### config.mk
export PLATFORM = sky130hd
export DESIGN_NAME = ctb_corner_turn
export DESIGN_NICKNAME = d
export VERILOG_FILES = /design/src/rtl/ctb_pkg.sv /design/src/rtl/ctb_bank_mem.sv /design/src/rtl/ctb_wr_ctrl.sv /design/src/rtl/ctb_rd_ctrl.sv /design/src/rtl/ctb_corner_turn.sv
export SDC_FILE = /design/constraint.sdc
export NUM_CORES = 2
export LEC_CHECK = 0
export BUFFER_PORTS_ARGS = -buffer_cell sky130_fd_sc_hd__buf_2
export CAP_MARGIN = 15
export CORE_ASPECT_RATIO = 0.75
export CORE_MARGIN = 2
export CORE_UTILIZATION = 60
export CTS_BUF_LIST = sky130_fd_sc_hd__clkbuf_4 sky130_fd_sc_hd__clkbuf_8
export CTS_CLUSTER_DIAMETER = 150
export CTS_CLUSTER_SIZE = 24
export DETAILED_ROUTE_END_ITERATION = 8
export PLACE_DENSITY_LB_ADDON = 0.15
export SYNTH_ARGS = -nofsm -noshare
export SYNTH_HDL_FRONTEND = slang
export SYNTH_SLANG_ARGS = --single-unit
### constraint.sdc
create_clock -name clk -period 7.7 [get_ports clk]
set_input_delay 2.31 -clock clk [delete_from_list [all_inputs] [get_ports clk]]
set_output_delay 2.31 -clock clk [all_outputs]
set_load 0.05 [all_outputs]
### src/rtl/ctb_pkg.sv
package ctb_pkg;
    typedef enum logic {
        WR_OPEN    = 1'b0,
        WR_BLOCKED = 1'b1
    } wr_state_t;

    typedef enum logic {
        RD_IDLE   = 1'b0,
        RD_STREAM = 1'b1
    } rd_state_t;
endpackage

### src/rtl/ctb_bank_mem.sv
module ctb_bank_mem #(
    parameter int DW = 32,
    parameter int AW = 6
) (
    input  logic          clk,
    input  logic          wr_en,
    input  logic [AW-1:0] wr_addr,
    input  logic [DW-1:0] wr_data,
    input  logic [AW-1:0] rd_addr,
    output logic [DW-1:0] rd_data
);
    localparam int DEPTH = 1 << AW;

    logic [DW-1:0] store [DEPTH];

    always_ff @(posedge clk) begin
        if (wr_en) begin
            store[wr_addr] <= wr_data;
        end
    end

    assign rd_data = store[rd_addr];
endmodule

### src/rtl/ctb_wr_ctrl.sv
module ctb_wr_ctrl
    import ctb_pkg::*;
#(
    parameter int NCH  = 8,
    parameter int NSEG = 4
) (
    input  logic                    clk,
    input  logic                    rst,
    input  logic                    in_valid,
    input  logic [1:0]              bank_full,
    output logic                    in_ready,
    output logic                    wr_en,
    output logic                    wr_bank,
    output logic [$clog2(NSEG)-1:0] wr_seg,
    output logic [$clog2(NCH)-1:0]  wr_ch,
    output logic                    frame_done
);
    localparam int CW = $clog2(NCH);
    localparam int SW = $clog2(NSEG);
    localparam logic [CW-1:0] CH_MAX  = CW'(NCH - 1);
    localparam logic [SW-1:0] SEG_MAX = SW'(NSEG - 1);

    wr_state_t state, state_nxt;
    logic      accept;
    logic      at_end;

    assign accept = in_valid && (state == WR_OPEN);
    assign at_end = (wr_seg == SEG_MAX) && (wr_ch == CH_MAX);

    always_comb begin
        state_nxt = state;
        unique case (state)
            WR_OPEN: begin
                if (accept && at_end && bank_full[~wr_bank]) begin
                    state_nxt = WR_BLOCKED;
                end
            end
            WR_BLOCKED: begin
                if (!bank_full[wr_bank]) begin
                    state_nxt = WR_OPEN;
                end
            end
        endcase
    end

    always_ff @(posedge clk) begin
        if (rst) begin
            state <= WR_OPEN;
        end else begin
            state <= state_nxt;
        end
    end

    always_ff @(posedge clk) begin
        if (rst) begin
            wr_ch   <= '0;
            wr_seg  <= '0;
            wr_bank <= 1'b0;
        end else if (accept) begin
            if (wr_ch == CH_MAX) begin
                wr_ch <= '0;
                if (wr_seg == SEG_MAX) begin
                    wr_seg  <= '0;
                    wr_bank <= ~wr_bank;
                end else begin
                    wr_seg <= wr_seg + 1'b1;
                end
            end else begin
                wr_ch <= wr_ch + 1'b1;
            end
        end
    end

    assign in_ready   = (state == WR_OPEN);
    assign wr_en      = accept;
    assign frame_done = accept && at_end;
endmodule

### src/rtl/ctb_rd_ctrl.sv
module ctb_rd_ctrl
    import ctb_pkg::*;
#(
    parameter int DW   = 32,
    parameter int NCH  = 8,
    parameter int NSEG = 4
) (
    input  logic                    clk,
    input  logic                    rst,
    input  logic [1:0]              bank_full,
    input  logic                    out_ready,
    input  logic [DW-1:0]           rd_data,
    output logic                    rd_bank,
    output logic [$clog2(NSEG)-1:0] rd_seg,
    output logic [$clog2(NCH)-1:0]  rd_ch,
    output logic                    bank_release,
    output logic                    out_valid,
    output logic [DW-1:0]           out_data,
    output logic [$clog2(NCH)-1:0]  out_chan,
    output logic                    out_first,
    output logic                    out_last
);
    localparam int CW = $clog2(NCH);
    localparam int SW = $clog2(NSEG);
    localparam logic [CW-1:0] CH_MAX  = CW'(NCH - 1);
    localparam logic [SW-1:0] SEG_MAX = SW'(NSEG - 1);

    rd_state_t state, state_nxt;
    logic      load;
    logic      at_end;

    assign load   = (state == RD_STREAM) && (!out_valid || out_ready);
    assign at_end = (rd_seg == SEG_MAX) && (rd_ch == CH_MAX);

    always_comb begin
        state_nxt = state;
        unique case (state)
            RD_IDLE: begin
                if (bank_full[rd_bank]) begin
                    state_nxt = RD_STREAM;
                end
            end
            RD_STREAM: begin
                if (load && at_end && !bank_full[~rd_bank]) begin
                    state_nxt = RD_IDLE;
                end
            end
        endcase
    end

    always_ff @(posedge clk) begin
        if (rst) begin
            state <= RD_IDLE;
        end else begin
            state <= state_nxt;
        end
    end

    always_ff @(posedge clk) begin
        if (rst) begin
            rd_seg  <= '0;
            rd_ch   <= '0;
            rd_bank <= 1'b0;
        end else if (load) begin
            if (rd_seg == SEG_MAX) begin
                rd_seg <= '0;
                if (rd_ch == CH_MAX) begin
                    rd_ch   <= '0;
                    rd_bank <= ~rd_bank;
                end else begin
                    rd_ch <= rd_ch + 1'b1;
                end
            end else begin
                rd_seg <= rd_seg + 1'b1;
            end
        end
    end

    always_ff @(posedge clk) begin
        if (rst) begin
            out_valid <= 1'b0;
            out_data  <= '0;
            out_chan  <= '0;
            out_first <= 1'b0;
            out_last  <= 1'b0;
        end else if (load) begin
            out_valid <= 1'b1;
            out_data  <= rd_data;
            out_chan  <= rd_ch;
            out_first <= (rd_seg == '0);
            out_last  <= (rd_seg == SEG_MAX);
        end else if (out_ready) begin
            out_valid <= 1'b0;
        end
    end

    assign bank_release = load && at_end;
endmodule

### src/rtl/ctb_corner_turn.sv
module ctb_corner_turn #(
    parameter int DW   = 32,
    parameter int NCH  = 8,
    parameter int NSEG = 4
) (
    input  logic                   clk,
    input  logic                   rst,
    input  logic                   in_valid,
    output logic                   in_ready,
    input  logic [DW-1:0]          in_data,
    output logic                   out_valid,
    input  logic                   out_ready,
    output logic [DW-1:0]          out_data,
    output logic [$clog2(NCH)-1:0] out_chan,
    output logic                   out_first,
    output logic                   out_last
);
    localparam int CW = $clog2(NCH);
    localparam int SW = $clog2(NSEG);
    localparam int AW = 1 + SW + CW;

    logic [1:0]    bank_full;
    logic          wr_en, wr_bank, frame_done;
    logic [SW-1:0] wr_seg;
    logic [CW-1:0] wr_ch;
    logic          rd_bank, bank_release;
    logic [SW-1:0] rd_seg;
    logic [CW-1:0] rd_ch;
    logic [DW-1:0] rd_data;
    logic [AW-1:0] wr_addr, rd_addr;

    // Same field layout on both sides: the read side swaps only loop nesting.
    assign wr_addr = {wr_bank, wr_seg, wr_ch};
    assign rd_addr = {rd_bank, rd_seg, rd_ch};

    ctb_wr_ctrl #(.NCH(NCH), .NSEG(NSEG)) u_wr (
        .clk        (clk),
        .rst        (rst),
        .in_valid   (in_valid),
        .bank_full  (bank_full),
        .in_ready   (in_ready),
        .wr_en      (wr_en),
        .wr_bank    (wr_bank),
        .wr_seg     (wr_seg),
        .wr_ch      (wr_ch),
        .frame_done (frame_done)
    );

    ctb_rd_ctrl #(.DW(DW), .NCH(NCH), .NSEG(NSEG)) u_rd (
        .clk          (clk),
        .rst          (rst),
        .bank_full    (bank_full),
        .out_ready    (out_ready),
        .rd_data      (rd_data),
        .rd_bank      (rd_bank),
        .rd_seg       (rd_seg),
        .rd_ch        (rd_ch),
        .bank_release (bank_release),
        .out_valid    (out_valid),
        .out_data     (out_data),
        .out_chan     (out_chan),
        .out_first    (out_first),
        .out_last     (out_last)
    );

    ctb_bank_mem #(.DW(DW), .AW(AW)) u_mem (
        .clk     (clk),
        .wr_en   (wr_en),
        .wr_addr (wr_addr),
        .wr_data (in_data),
        .rd_addr (rd_addr),
        .rd_data (rd_data)
    );

    // Full flag per bank: set by the writer, cleared by the reader.
    always_ff @(posedge clk) begin
        if (rst) begin
            bank_full <= '0;
        end else begin
            for (int b = 0; b < 2; b++) begin
                if (frame_done && (wr_bank == 1'(b))) begin
                    bank_full[b] <= 1'b1;
                end else if (bank_release && (rd_bank == 1'(b))) begin
                    bank_full[b] <= 1'b0;
                end
            end
        end
    end
endmodule

# Yosys cells after proc, flatten, opt, wreduce, memory -nomap -nowiden
# Memory sizes are Yosys's and may differ from the RTL's. A register that Yosys moved wholly into a read port is not among the register bits.
# Index checks and enable logic that the tools add are counted.
# op_classes
shifts,0
n_lt_le_gt_ge,4
eq_ne,4
div_mod_pow,0
add_sub_neg,4
mul,0
n_reduce_logical,23
n_mux,26
bitwise_logic,4
# ops
operator,n
two-way mux 1 bit,20
logical AND 1 bit,12
less-than comparator 1 x 2 -> 1 bit (second input constant),4
adder 3 x 1 -> 3 bit (second input constant),2
equality test 3 bit (second input constant),2
two-way mux 3 bit,2
AND reduction 3 bit,2
nonzero test 2 bit,3
adder 2 x 1 -> 2 bit (second input constant),2
equality test 2 bit (second input constant),2
two-way mux 2 bit,2
NOT 1 bit,4
one-hot mux 1 bit (2 select lines),2
AND reduction 2 bit,2
logical NOT 1 bit,2
logical NOT 2 bit,1
logical OR 1 bit,1
# word_totals
ff_bits,22
mem_count,1
latchBits,0
ramBits,2048
mem_bits_ro,0
wordCells,80
inputBits,36
# memory_table
memory,depth,word_bits,read_ports,rd_clocked_by_memory_dff,wr,line,text
u_mem.store,64,32,1,1,1,ctb_bank_mem.sv:14,logic [DW-1:0] store [DEPTH];

# Logic depth before layout (Yosys ltp)
# logic_depth
ltp_word,7
depth_mapped,11

# By module
# From an unflattened synthesis, not the netlist that was laid out.
# unflattened
cells_unflattened,3551
hier_area_um2,80154.4
# by_module_without_submodules
module,instances,cells_each,area_each_um2
ctb_bank_mem,1,3292,77874.7
ctb_rd_ctrl,1,215,1854.3
ctb_wr_ctrl,1,35,341.6
ctb_corner_turn,1,9,83.8

# Worst setup path after synthesis
# OpenSTA, ideal clock, no wires.
# synth_path
path_type,input -> register
from,in in_valid
to,mem u_mem.store[48][0] (enable)
t_arrival_ns,5.224
setup_slack_ns,2.009
path_buffers,0
required_ns,7.232
path_stages,3
path_cell_list,nand2_1 > nor4_1 > nor3b_1
# synth_via
elab_chain_cells,3
# synth_lines
item,line,text
from (decl),ctb_corner_turn.sv:8,"input logic in_valid,"
logical AND 1 bit,ctb_wr_ctrl.sv:27,assign accept = in_valid && (state == WR_OPEN);
two-way mux 1 bit,ctb_bank_mem.sv:17,if (wr_en) begin
two-way mux 1 bit (implied by the code),ctb_bank_mem.sv:18,store[wr_addr] <= wr_data;
to (decl),ctb_bank_mem.sv:14,
# No other way between the ends.

# Final worst setup path
# layout_path
from,in in_valid
to,mem u_mem.store[39][13] (enable)
# Same word-level chain as after synthesis.

==> results by group <==
Synthesis
  • Seq cells post-synth: 2102
  • Post-Syn Instances: 3731
  • Syn nets: around 3.8k
  • Top_reg_cell synth: edfxtp_1
  • Post-synth EDFFs: 2048
  • Synth warn: 0
  • Mapped Avg Cell Area: 21.6 um^2
  • Async S/R FF share, synth: 0%
  • Netlist cell types: 55
  • Sequential area share after synthesis: around 78%
  • Post-synthesis cell area: roughly 81000 um^2

Route
  • Met3 Wirelength: ~27 mm
  • DR vias: between 30k and 40k
  • Initial DRC count: 6848
  • WL per Instance: roughly 37 um
  • Vias per std cell: 7.07
  • Top routing layer in use: met5
  • DR DRC count: 0
  • Pre-antenna DRT Iters: 9
  • WL met2: 94.2 mm
  • Post-route antenna net violation count: 0
  • DRT met1 WL: between 80 and 90 mm
  • Final WL: 208 mm

Critical path
  • Worst path max stage delay: between 0.8 and 0.9 ns
  • Startpoint types: primary input
  • Crit-path max FO: 32
  • Crit-path cells: buf_2 -> nor2b_1 -> nand4_1 -> buf_4 -> nor2_4
  • Crit. End Element: flip-flop
  • Crit path DAT: 5.01 ns
  • Worst Setup Path Type: primary input to flip-flop
  • Worst path slowest cell: nor2_4
  • Req. time, crit path: 8.21 ns

CTS
  • CTS resizes: 0
  • CTS Root Cell: clkbuf_8
  • Buffer count from post-CTS setup fixing: 0
  • Hold_buf cts: 0
  • Clk_lat worst skew: 0.90 ns
  • H-tree levels: 3
  • CTS tree: built
  • Maximum clock path buffer count: 3
  • Clock-pin slew on the worst setup and hold paths: 0.15 ns
  • CTS Buf Count: 97
  • Sink Count: between 2k and 2.5k

Floorplan
  • Core footprint: 133000 um^2
  • Core Rows: 116
  • Die area: 137000 um^2
  • # IOs: 75
  • Chip width: 427 um
  • Initial Utilization: 60.4%
  • Die height: 321 um

Finish
  • Area delta synth->final: 5.65%
  • Final Util: 63.8%
  • Fraction of layout cells with a size suffix above 1: 23.4%
  • Fin area: 85100 um^2
  • Nets: around 3.8k

Global route
  • GR Overflow Total: 0
  • Largest net degree at the start of global routing: 116
  • Vias in the first global route: 37.6k
  • Total track usage: 30.6%
  • Initial antenna violation count: 18
  • Global-route wire length before repair: 290 mm

STA
  • Tcrit/Tclk final: 58.4%
  • Fmax: 222 MHz
  • Clock Skew: 0.0422 ns
  • # setup viols final: 0
  • Final Hold Viols: 0
  • RSZ-0062 raised after global routing: false
  • Total Neg Setup Slack: 0 ns
  • Clock period minus worst slack: 4.50 ns
  • Slew Limit Fails: 0
  • Slew headroom: between 10% and 20%
  • Worst-margin pin slew: approximately 1.2 ns

Run
  • Max-cap violations: 0

Placement
  • Input/output buffers: 74
  • Final GP Congestion: 0.963
  • Post-detail-place hpwl: 125 mm
  • Placed Area: 83100 um^2

Power and ir drop
  • Leakage: 24.9 nW
  • Power Dens Cells: 208 nW/um^2
  • Power Total: between 15 and 20 mW
  • Maximum VDD drop: 0.000168 V

Outcome
  • Outcome: completed

Hold path
  • HP Class: flip-flop to flip-flop
## cells in the mapped netlist, drive strengths merged, types with 4 or more instances
| library cell | n | area (um^2) |
|---|---|---|
| inv | 4 | 15.0 |
| a222oi | 4 | 40.0 |
| a22oi | 23 | 173 |
| buf | 118 | 762 |
| a211oi | 7 | 52.6 |
| or3 | 7 | 43.8 |
| nand4 | 12 | 75.1 |
| a221oi | 15 | 131 |
| a32oi | 14 | 123 |
| clkbuf | 101 | 380 |
| edfxtp | 2048 | 61500 |
| nand2 | 103 | 387 |
| a211o | 9 | 78.8 |
| a22o | 11 | 96.3 |
| a21oi | 76 | 380 |
| o221ai | 52 | 455 |
| and3 | 8 | 50.1 |
| nor2 | 90 | 338 |
| nand2b | 6 | 37.5 |
| a31oi | 25 | 156 |
| nor4 | 5 | 37.5 |
| mux4 | 450 | 10100 |
| a2bb2oi | 6 | 52.6 |
| mux2i | 190 | 1900 |
| mux2 | 47 | 529 |
| o21ai | 27 | 135 |
| a31o | 7 | 61.3 |
| nor2b | 13 | 81.3 |
| o22a | 8 | 70.1 |
| dfxtp | 54 | 1080 |
| nor3 | 31 | 155 |
| nand3 | 54 | 270 |
| ha | 7 | 87.6 |
| and2 | 19 | 119 |
| o22ai | 53 | 332 |
## worst paths after layout
path / start / end / slack [ns] / depth (start not counted)
worst max-delay path: in_valid / u_mem.store[39][13]$_DFFE_PP_ / 3.20 / 5
worst min-delay path: u_rd.out_chan[0]$_SDFFE_PP0P_ / u_rd.out_chan[0]$_SDFFE_PP0P_ / 0.58 / 2
worst max register to register: u_rd.rd_ch[1]$_SDFFE_PP0P_ / u_rd.out_data[16]$_SDFFE_PP0P_ / 3.44 / 7
worst min register to register: u_rd.out_chan[0]$_SDFFE_PP0P_ / u_rd.out_chan[0]$_SDFFE_PP0P_ / 0.58 / 2
## cell usage in the layout, fill, tap and decap left out, types with 7 or more instances in the layout
cell type | Yosys | layout
clkbuf_4 | 0 | 61
a32oi_1 | 14 | 14
o22a_1 | 8 | 8
a31o_1 | 7 | 7
a22oi_1 | 23 | 23
edfxtp_1 | 2048 | 2048
a221oi_1 | 15 | 15
nand2_1 | 103 | 102
clkbuf_8 | 0 | 103
nor3_1 | 31 | 29
or3_1 | 7 | 7
buf_4 | 41 | 74
o22ai_1 | 53 | 53
nand4_1 | 12 | 12
nor2b_1 | 13 | 12
and2_1 | 19 | 19
a211o_1 | 9 | 9
a31oi_1 | 25 | 25
diode_2 | 0 | 7
a21oi_1 | 76 | 75
o21ai_0 | 24 | 23
mux4_2 | 450 | 450
ha_1 | 7 | 7
nor2_1 | 90 | 33
mux2i_1 | 190 | 190
o221ai_1 | 52 | 52
mux2_2 | 47 | 47
nor2_4 | 0 | 57
dfxtp_1 | 54 | 50
nand3_1 | 54 | 54
a22o_1 | 11 | 11
buf_2 | 48 | 67
and3_1 | 8 | 7
a211oi_1 | 7 | 7
## metal layers
metal | global-route usage (%) | vias to the layer above
met5 | 0 | -
met4 | 6.87 | 8
met3 | 7.81 | 256
met2 | 44.8 | 2596
met1 | 47.4 | 21100
li1 | - | 15700
## state kept, by name, summed over array words and instances, names as in the netlist, 2 cells and up
register and flops:
u_rd.rd_seg 2, u_wr.wr_seg 2, u_rd.rd_ch 3, u_rd.out_chan 3
u_wr.wr_ch 3, u_mem.store 2048, bank_full 2, u_rd.out_data 32
## cells by family (layout without fill, tap and decap cells)
group | Yosys count | after routing | share of synthesized area, %
AOI/OAI and AO/OA | 350 | 350 | 3.04
xor gates and xnor gates | 1 | 1 | 0.0109
DFF | 2102 | 2102 | 77.7
buffers and inverters | 224 | 320 | 1.44
other | 0 | 7 | 0
muxes | 687 | 687 | 15.6
and+or+nand+nor | 360 | 360 | 2.09
adders and majority gates | 7 | 7 | 0.109
## critical path: cells and delay by family
kind                   cells  cell delay (ns)
buffers and inverters      2             0.59
AND/OR/NAND/NOR            3             2.07
## stage by stage
step / hold WS (ns) / worst slack, ns / instances
after floorplan: 0.501 / 2.01 / 3731
after global placement: 0.523 / 2.48 / 5429
after detailed placement: 0.539 / 2.38 / 5429
after CTS: 0.571 / 3.35 / 5594
after global routing: 0.581 / 3.21 / 5601
final: 0.576 / 3.20 / 5604
## layout make-up
type / count / area [um^2]
fill: 8574 / 48300
antenna: 7 / 17.5
clock buffer: 163 / 1870
timing repair buffer: 150 / 1060
inverter: 5 / 23.8
sequential: 2102 / 62600
multi-input combinational: 1405 / 17300
tap: 1770 / 2210
clock inverter: 2 / 18.8
## power breakdown
group / total [mW] / internal (mW) / switching, mW
registers: 12.6 / 12.6 / 0.00872
logic: 0.346 / 0.0402 / 0.306
clock network: 4.75 / 1.54 / 3.21
total: 17.7 / 14.1 / 3.53
No activity file was read; power rests on OpenSTA's default activity.
